### src/rtl/tmr_cmp_pkg.sv
package tmr_cmp_pkg;

    localparam int unsigned CMP_WIDTH  = 16;
    localparam int unsigned BUS_WIDTH  = 8;
    localparam int unsigned MODE_WIDTH = 4;

    typedef enum logic [1:0] {
        UPD_DIRECT    = 2'd0,
        UPD_AT_TOP    = 2'd1,
        UPD_AT_BOTTOM = 2'd2
    } upd_point_e;

    typedef struct packed {
        logic       buffered;
        upd_point_e point;
    } mode_cfg_t;

    typedef struct packed {
        logic hi_wr;
        logic lo_wr;
        logic rd;
        logic sel_hi;
    } bus_op_t;

    function automatic mode_cfg_t decode_mode(input logic [MODE_WIDTH-1:0] code);
        mode_cfg_t cfg;
        case (code)
            4'd0, 4'd4, 4'd12: cfg = '{buffered: 1'b0, point: UPD_DIRECT};
            4'd8, 4'd9, 4'd10, 4'd11: cfg = '{buffered: 1'b1, point: UPD_AT_BOTTOM};
            default: cfg = '{buffered: 1'b1, point: UPD_AT_TOP};
        endcase
        return cfg;
    endfunction

    function automatic bus_op_t split_bus(input logic wr, input logic rd, input logic hi);
        bus_op_t op;
        op.hi_wr  = wr & hi;
        op.lo_wr  = wr & ~hi;
        op.rd     = rd;
        op.sel_hi = hi;
        return op;
    endfunction

endpackage

### src/rtl/tmr_cmp_mode_dec.sv
module tmr_cmp_mode_dec
    import tmr_cmp_pkg::*;
#(
    parameter int unsigned MODE_W = MODE_WIDTH
) (
    input  logic [MODE_W-1:0] mode,
    input  logic              at_top,
    input  logic              at_bottom,
    output mode_cfg_t         cfg,
    output logic              xfer
);

    always_comb begin
        cfg = decode_mode(mode);
        unique case (cfg.point)
            UPD_AT_TOP:    xfer = cfg.buffered & at_top;
            UPD_AT_BOTTOM: xfer = cfg.buffered & at_bottom;
            default:       xfer = 1'b0;
        endcase
    end

endmodule

### src/rtl/tmr_cmp_bus_if.sv
module tmr_cmp_bus_if
    import tmr_cmp_pkg::*;
#(
    parameter int unsigned CMP_W = CMP_WIDTH,
    parameter int unsigned BUS_W = BUS_WIDTH
) (
    input  logic             clk,
    input  logic             rst,
    input  logic             bus_wr,
    input  logic             bus_rd,
    input  logic             bus_addr_hi,
    input  logic [BUS_W-1:0] bus_wdata,
    input  logic [CMP_W-1:0] rd_src,
    output logic             wr_stb,
    output logic [CMP_W-1:0] wr_value,
    output logic [BUS_W-1:0] bus_rdata
);

    localparam int unsigned HI_W = CMP_W - BUS_W;

    bus_op_t         op;
    logic [HI_W-1:0] hi_latch;

    assign op = split_bus(bus_wr, bus_rd, bus_addr_hi);

    // High-byte writes park their byte here until the low byte commits it.
    always_ff @(posedge clk) begin
        if (rst) begin
            hi_latch <= '0;
        end else if (op.hi_wr) begin
            hi_latch <= bus_wdata[HI_W-1:0];
        end
    end

    assign wr_stb   = op.lo_wr;
    assign wr_value = {hi_latch, bus_wdata};

    // Reads come straight from the target register; the latch is bypassed.
    always_comb begin
        if (!op.rd) begin
            bus_rdata = '0;
        end else if (op.sel_hi) begin
            bus_rdata = BUS_W'(rd_src[CMP_W-1:BUS_W]);
        end else begin
            bus_rdata = rd_src[BUS_W-1:0];
        end
    end

endmodule

### src/rtl/tmr_cmp_store.sv
module tmr_cmp_store
    import tmr_cmp_pkg::*;
#(
    parameter int unsigned CMP_W = CMP_WIDTH
) (
    input  logic             clk,
    input  logic             rst,
    input  mode_cfg_t        cfg,
    input  logic             xfer,
    input  logic             wr_stb,
    input  logic [CMP_W-1:0] wr_value,
    output logic [CMP_W-1:0] active_q,
    output logic [CMP_W-1:0] shadow_q,
    output logic [CMP_W-1:0] rd_src
);

    // The copy reads shadow_q before this edge, so a colliding write waits.
    always_ff @(posedge clk) begin
        if (rst) begin
            active_q <= '0;
            shadow_q <= '0;
        end else begin
            if (xfer) begin
                active_q <= shadow_q;
            end
            if (wr_stb) begin
                shadow_q <= wr_value;
                if (!cfg.buffered) begin
                    active_q <= wr_value;
                end
            end
        end
    end

    assign rd_src = cfg.buffered ? shadow_q : active_q;

endmodule

### src/rtl/tmr_cmp_match.sv
module tmr_cmp_match
    import tmr_cmp_pkg::*;
#(
    parameter int unsigned CMP_W = CMP_WIDTH,
    parameter int unsigned BUS_W = BUS_WIDTH
) (
    input  logic             clk,
    input  logic             rst,
    input  logic [CMP_W-1:0] cnt,
    input  logic [CMP_W-1:0] cmp_val,
    input  logic             flag_clr,
    output logic             match_flag
);

    localparam int unsigned SLICES = (CMP_W + BUS_W - 1) / BUS_W;

    logic [SLICES-1:0] slice_eq;
    logic              full_eq;

    // Compare one bus-width slice at a time, then combine the slices.
    for (genvar s = 0; s < SLICES; s++) begin : g_slice
        localparam int unsigned LO = s * BUS_W;
        localparam int unsigned HI = ((s + 1) * BUS_W > CMP_W) ? CMP_W - 1 : (s + 1) * BUS_W - 1;
        assign slice_eq[s] = (cnt[HI:LO] == cmp_val[HI:LO]);
    end

    assign full_eq = &slice_eq;

    // A set and a clear on the same clock leave the flag set.
    always_ff @(posedge clk) begin
        if (rst) begin
            match_flag <= 1'b0;
        end else if (full_eq) begin
            match_flag <= 1'b1;
        end else if (flag_clr) begin
            match_flag <= 1'b0;
        end
    end

endmodule

### src/rtl/tmr_compare16.sv
module tmr_compare16
    import tmr_cmp_pkg::*;
#(
    parameter int unsigned CMP_W  = CMP_WIDTH,
    parameter int unsigned BUS_W  = BUS_WIDTH,
    parameter int unsigned MODE_W = MODE_WIDTH
) (
    input  logic              clk,
    input  logic              rst,
    input  logic [MODE_W-1:0] mode,
    input  logic [CMP_W-1:0]  cnt,
    input  logic              at_top,
    input  logic              at_bottom,
    input  logic              bus_wr,
    input  logic              bus_rd,
    input  logic              bus_addr_hi,
    input  logic [BUS_W-1:0]  bus_wdata,
    output logic [BUS_W-1:0]  bus_rdata,
    input  logic              flag_clr,
    output logic              match_flag,
    output logic [CMP_W-1:0]  cmp_top
);

    mode_cfg_t        cfg;
    logic             xfer;
    logic             wr_stb;
    logic [CMP_W-1:0] wr_value;
    logic [CMP_W-1:0] active_q;
    logic [CMP_W-1:0] shadow_q;
    logic [CMP_W-1:0] rd_src;

    tmr_cmp_mode_dec #(.MODE_W(MODE_W)) u_dec (
        .mode      (mode),
        .at_top    (at_top),
        .at_bottom (at_bottom),
        .cfg       (cfg),
        .xfer      (xfer)
    );

    tmr_cmp_bus_if #(.CMP_W(CMP_W), .BUS_W(BUS_W)) u_bus (
        .clk         (clk),
        .rst         (rst),
        .bus_wr      (bus_wr),
        .bus_rd      (bus_rd),
        .bus_addr_hi (bus_addr_hi),
        .bus_wdata   (bus_wdata),
        .rd_src      (rd_src),
        .wr_stb      (wr_stb),
        .wr_value    (wr_value),
        .bus_rdata   (bus_rdata)
    );

    tmr_cmp_store #(.CMP_W(CMP_W)) u_store (
        .clk      (clk),
        .rst      (rst),
        .cfg      (cfg),
        .xfer     (xfer),
        .wr_stb   (wr_stb),
        .wr_value (wr_value),
        .active_q (active_q),
        .shadow_q (shadow_q),
        .rd_src   (rd_src)
    );

    tmr_cmp_match #(.CMP_W(CMP_W), .BUS_W(BUS_W)) u_match (
        .clk        (clk),
        .rst        (rst),
        .cnt        (cnt),
        .cmp_val    (active_q),
        .flag_clr   (flag_clr),
        .match_flag (match_flag)
    );

    assign cmp_top = active_q;

endmodule

### config.mk
export PLATFORM = sky130hd
export DESIGN_NAME = tmr_compare16
export DESIGN_NICKNAME = d
export VERILOG_FILES = /design/src/rtl/tmr_cmp_pkg.sv /design/src/rtl/tmr_cmp_mode_dec.sv /design/src/rtl/tmr_cmp_bus_if.sv /design/src/rtl/tmr_cmp_store.sv /design/src/rtl/tmr_cmp_match.sv /design/src/rtl/tmr_compare16.sv
export SDC_FILE = /design/constraint.sdc
export NUM_CORES = 1
export LEC_CHECK = 0
export BUFFER_PORTS_ARGS = -buffer_cell sky130_fd_sc_hd__buf_4
export CORE_MARGIN = 10
export CORE_UTILIZATION = 56
export CTS_CLUSTER_DIAMETER = 80
export CTS_CLUSTER_SIZE = 28
export DETAILED_ROUTE_END_ITERATION = 16
export GPL_TIMING_DRIVEN = 0
export PLACE_DENSITY = 0.93
export SKIP_CTS_REPAIR_TIMING = 1
export SLEW_MARGIN = 20
export SYNTH_ARGS = -nofsm -noshare
export SYNTH_HDL_FRONTEND = slang
export SYNTH_SLANG_ARGS = --single-unit
### constraint.sdc
create_clock -name clk -period 3.5 [get_ports clk]
set_clock_uncertainty 0.15 [all_clocks]
set_input_delay 0 -clock clk [delete_from_list [all_inputs] [get_ports clk]]
set_output_delay 0 -clock clk [all_outputs]
set_load 0.03 [all_outputs]
# Word-level counts from Yosys, hierarchy flattened

Cells that the tools add are included.
W data, S select, Z words.

Register bits: 41
Input bits: 36
Output and inout port bits: 25
Logic and storage cells: 34

Equal/unequal tests: 10
Multiplexer cells: 10
Bitwise operators: 5
Reduce and logical (&&, ||, !) cells: 5

Operator list:

| cell                 | count |
|---|---|
| $mux W16             | 4 |
| $eq A4 B4 Y1 const B | 5 |
| $eq A8 B8 Y1         | 2 |
| $mux W8              | 2 |
| $pmux W3 S2          | 1 |
| $and A1 B1 Y1        | 4 |
| $eq A4 B3 Y1 const B | 1 |
| $logic_not A4 Y1     | 1 |
| $reduce_or A4 Y1     | 1 |
| $reduce_or A3 Y1     | 1 |
| $eq A2 B1 Y1 const B | 1 |
| $eq A2 B2 Y1 const B | 1 |
| $mux W1              | 2 |
| $pmux W1 S2          | 1 |
| $reduce_and A2 Y1    | 1 |
| $reduce_bool A2 Y1   | 1 |
| $not A1 Y1           | 1 |

# Logic depth before layout (Yosys ltp)

Depth in word-level cells: 8
Mapped depth: 8

# By module

From an unflattened synthesis, not the netlist that was laid out.

Cell total of the unflattened synthesis: 238
Area total of the unflattened synthesis: 2,441.1 um^2

By module, submodules not included:

| module           | times used | cells each | area each (um^2) |
|---|---|---|---|
| tmr_cmp_store    | 1          | 144        | 1,612.8 |
| tmr_cmp_bus_if   | 1          | 63         | 580.6 |
| tmr_cmp_match    | 1          | 24         | 202.7 |
| tmr_cmp_mode_dec | 1          | 7          | 45.0 |

# Worst setup path after synthesis

No wires, ideal clock.

Kind: in2out
Start: input port mode[3]
End: output port bus_rdata[6]
Arrival: 1.241 ns
Path slack: 2.109 ns
Stages: 5
Path through: nor2b_1 nor3_2 buf_2 mux4_2 and2_1

Cells in the longest elaborated chain, start to end: 6
Elaborated cells between the ends (all ways): 13

Ends and longest elaborated chain:

| what                                                        | line                 | RTL |
|---|---|---|
| start: declaration                                          | tmr_compare16.sv:10  | `input logic [MODE_W-1:0] mode,` |
| $eq A4 B4 Y1 (tied with other cells)                        | tmr_cmp_pkg.sv:27    | `case (code)` |
| $reduce_or A4 Y1 / $reduce_or A3 Y1 (equally long branches) | tmr_cmp_pkg.sv:27    |  |
| $pmux W3 S2 (*)                                             | tmr_cmp_pkg.sv:27    |  |
| $mux W16 (*)                                                | tmr_cmp_store.sv:35  | `assign rd_src = cfg.buffered ? shadow_q : active_q;` |
| $mux W8 (*)                                                 | tmr_cmp_bus_if.sv:42 | `end else if (op.sel_hi) begin` |
| $mux W8 (*)                                                 | tmr_cmp_bus_if.sv:40 | `if (!op.rd) begin` |
| end: declaration                                            | tmr_compare16.sv:18  | `output logic [BUS_W-1:0] bus_rdata,` |

Mark *: on every way between the ends. The rest lies on a longest branch, timed or not.

# Worst setup path in the final report

Ends and elaborated chain as after synthesis.

==> key figures <==
Synth
  – Number of library cell types mapped by synthesis: 31
  – Largest cells by area after synthesis: dfxtp_1 37%, nand2_1 6.9%, xor2_1 6.3%, a2111oi_2 6.1%, a21oi_1 5.6%
  – Dominant cell type by area after synthesis: dfxtp_1
  – Summed instance area of the synthesized netlist: roughly 0.0022 mm^2
  – Most used flip-flop cell after synthesis: dfxtp_1
  – Count of flip-flops with a built-in enable after synthesis: 0
  – Total number of yosys warnings: 0
  – Syn avg cell area: ~8.7 um^2
  – Sequential fraction of the synthesis area: a little under two fifths
  – Top cell type's share of synthesized area: 37.00%
  – Gate Count Post-Synth: about 260
  – Async set-or-reset flop fraction in the synthesized netlist: 0%
  – #FFs+latches synth: between 40 and 50
  – Total nets after synthesis: 292

Clocking
  – Number of clock sinks: 41
  – Clock tree from TritonCTS: built
  – Insertion delay of the later-clocked pin in the worst-skew pair: roughly 0.3 ns
  – Clock tree root buffer cell: clkbuf_8
  – Depth of the CTS H-tree: 2
  – Clock-pin transition on the worst setup and hold timing paths: 0.07 ns
  – Num CTS Buffers: 5
  – Clock Path Buffers: 2

Critical path
  – Buf+Inv Stages, Crit Path: 3
  – Most common cell on crit path: buf_4
  – List of cells traversed by the critical path: buf_4 -> nor2b_1 -> nor3_2 -> buf_2 -> mux4_2 -> and2_1 -> buf_4
  – Largest fanout of any net on the critical path: 10
  – Required arrival time at the worst endpoint: ~3.4 ns
  – Category of the worst setup path capture point: output pin
  – Crit-path slowest cell: nor3_2
  – Arrival @ worst endpoint: about 1.7 ns
  – Critical path class: input pin to output pin
  – Critical path's top delay family: simple AND/OR/NAND/NOR gates
  – Highest cell delay on the worst timing path: between 0.4 and 0.5 ns
  – Startpoint type of the worst setup path: input pin

Finish
  – Share of layout cells above drive strength 1: 28.53%
  – Utilization after layout: between 70% and 80%
  – Area Growth Syn to Fin: 30.91%
  – Non-Filler Instances: between 300 and 400
  – Number of antenna diodes: 0
  – Layout filler cell count: between 200 and 300
  – Nets: ~370

Route
  – DRC violations left: 0
  – Via count of the routed design: about 2.3k
  – Initial DRC count: ~350
  – Detail-routed net length per standard cell: 18.36 um
  – Number of search-and-repair iterations in the first detailed-routing pass: 8
  – Wirelength, routed: ~7 mm
  – Post-detailed-route via-to-cell ratio: approximately 6.0
  – Detail Route Antenna Nets: 0

Global route
  – GRT Util Overall: 18.70%
  – Global-route wire length before repair: roughly 11 mm
  – Initial antenna violation count: 0
  – Total gr overflow: 0
  – Vias in the first global route: ~2.2k
  – Largest net degree at the start of global routing: 13

Die
  – Site row count: 22
  – I/O pins: 61
  – Initial cell density of the core: around three fifths
  – Die ar.: around 0.007 mm^2
  – CORE AREA: approximately 0.0037 mm^2
  – DIE WIDTH: 82.94 um
  – Die Y: 82.94 um

Status
  – Outcome: finished clean

Timing
  – Number of max-slew violations in the final report: 0
  – Final total negative setup slack: 0 ns
  – Final Hold Viols: 0
  – Final period utilization: between 50 and 60%
  – Unrepaired setup endpoints after global routing: no
  – Tmin final: approximately 1.9 ns
  – Worst Max-Slew Pin Slew: 0.7096 ns
  – Final setup violating endpoints: 0
  – Maximum operating frequency: about 530 MHz
  – Worst rel slew slack: between 50 and 60%

Placement
  – Number of cells in the design after placement: 363
  – Sum of net half-perimeters after detailed placement: 4.916 mm
  – Count of port buffers added during placement: 59
  – Placer congestion estimate: ~0.92

Pwr
  – Max rail drop VDD: around 0.35 mV
  – Overall power of the completed layout: 1.064 mW
  – Lkg Pwr: about 1.2 nW
  – Power density over the cells: between 300 and 400 mW/mm^2

Job
  – Max-cap violation count: 0

Hold path
  – Min-Delay Path Class: input pin to register
-- registers in the layout, summed over array words and instances, names as in the netlist --
| register | count |
|---|---|
| u_store.active_q | 16 |
| u_store.shadow_q | 16 |
| u_bus.hi_latch | 8 |
| u_match.match_flag | 1 |
-- cell type report --
| cell class | count | area [um^2] | area share (%) |
|---|---|---|---|
| Tap cell | 48 | 60.06 | 2.068 |
| Multi-Input combinational cell | 188 | 1250 | 43.04 |
| Clock buffer | 6 | 72.57 | 2.499 |
| Buffer | 18 | 113.9 | 3.921 |
| Clock inverter | 2 | 10.01 | 0.3447 |
| Sequential cell | 41 | 820.8 | 28.26 |
| Timing Repair Buffer | 69 | 543.0 | 18.70 |
| Inverter | 9 | 33.78 | 1.163 |
-- worst min-delay path, delay by kind of cell --
family	cells	cell delay [ns]
buffers and inverters	1	0.08
and+or+nand+nor	2	0.14
xor gates and xnor gates	1	0.14
AOI/OAI and AO/OA	1	0.07
-- metrics by stage --
step	hold WS [ns]	worst slack (ns)	instance area [um^2]
after floorplan	-0.08114	2.109	2218
after global placement	0.06353	1.749	2721
after detailed placement	0.07078	1.739	2721
after CTS	-0.2471	1.668	2804
after global routing	0.05079	1.580	2904
final	0.02596	1.610	2904
-- Yosys cell counts (all sizes together) (9+ instances only) --
master	instances
dfxtp	41
nor2	24
xor2	16
nand2	41
a21oi	25
o22ai	9
a2111oi	9
nor3	17
nor4	11
clkbuf	10
inv	9
nand3	9
-- routing by layer --
metal	up-vias	global-route usage (%)	wire length (um)
met2	162	29.40	3312
li1	1055	-	-
met4	0	6.615	142
met5	-	0	0
met3	22	5.371	764
met1	1049	23.67	2776
-- path summary, 6_finish.rpt --
check | start | to | slack [ns] | cells after the start
worst max register to register | u_store.active_q[12] | u_match.match_flag | 1.99 | 4
worst max-delay path | mode[3] | bus_rdata[6] | 1.61 | 7
worst min-delay path | cnt[3] | u_match.match_flag | 0.03 | 5
worst min register to register | u_bus.hi_latch[3] | u_store.shadow_q[11] | 0.32 | 2
-- kinds of logic (layout without fill, tap and decap cells) --
family	Yosys count	in the layout	synth area share (%)
flops	41	41	37.00
xor+xnor	16	16	6.317
buf+inv	27	104	6.655
compound gates	46	46	16.07
mux	8	8	8.630
simple gates	118	118	25.33
-- where the power goes --
group | switching, mW | internal (mW) | total, mW
registers | 0.0260 | 0.488 | 0.514
clock network | 0.171 | 0.138 | 0.309
logic | 0.133 | 0.108 | 0.241
-- cells in the final DEF, fill, tap and decap left out, types with 5 or more instances in the layout --
cell	instances
xor2_1	16
dfxtp_1	41
nand3_1	8
a21oi_1	25
dlygate4sd3_1	10
and2_1	8
mux4_2	5
inv_1	9
nor3_1	16
clkbuf_1	11
a2111oi_2	9
buf_4	60
nor4_1	11
o22ai_1	6
nor2_1	24
clkbuf_8	5
nand2_1	41
Note: power is estimated with default switching activity, not from simulation.
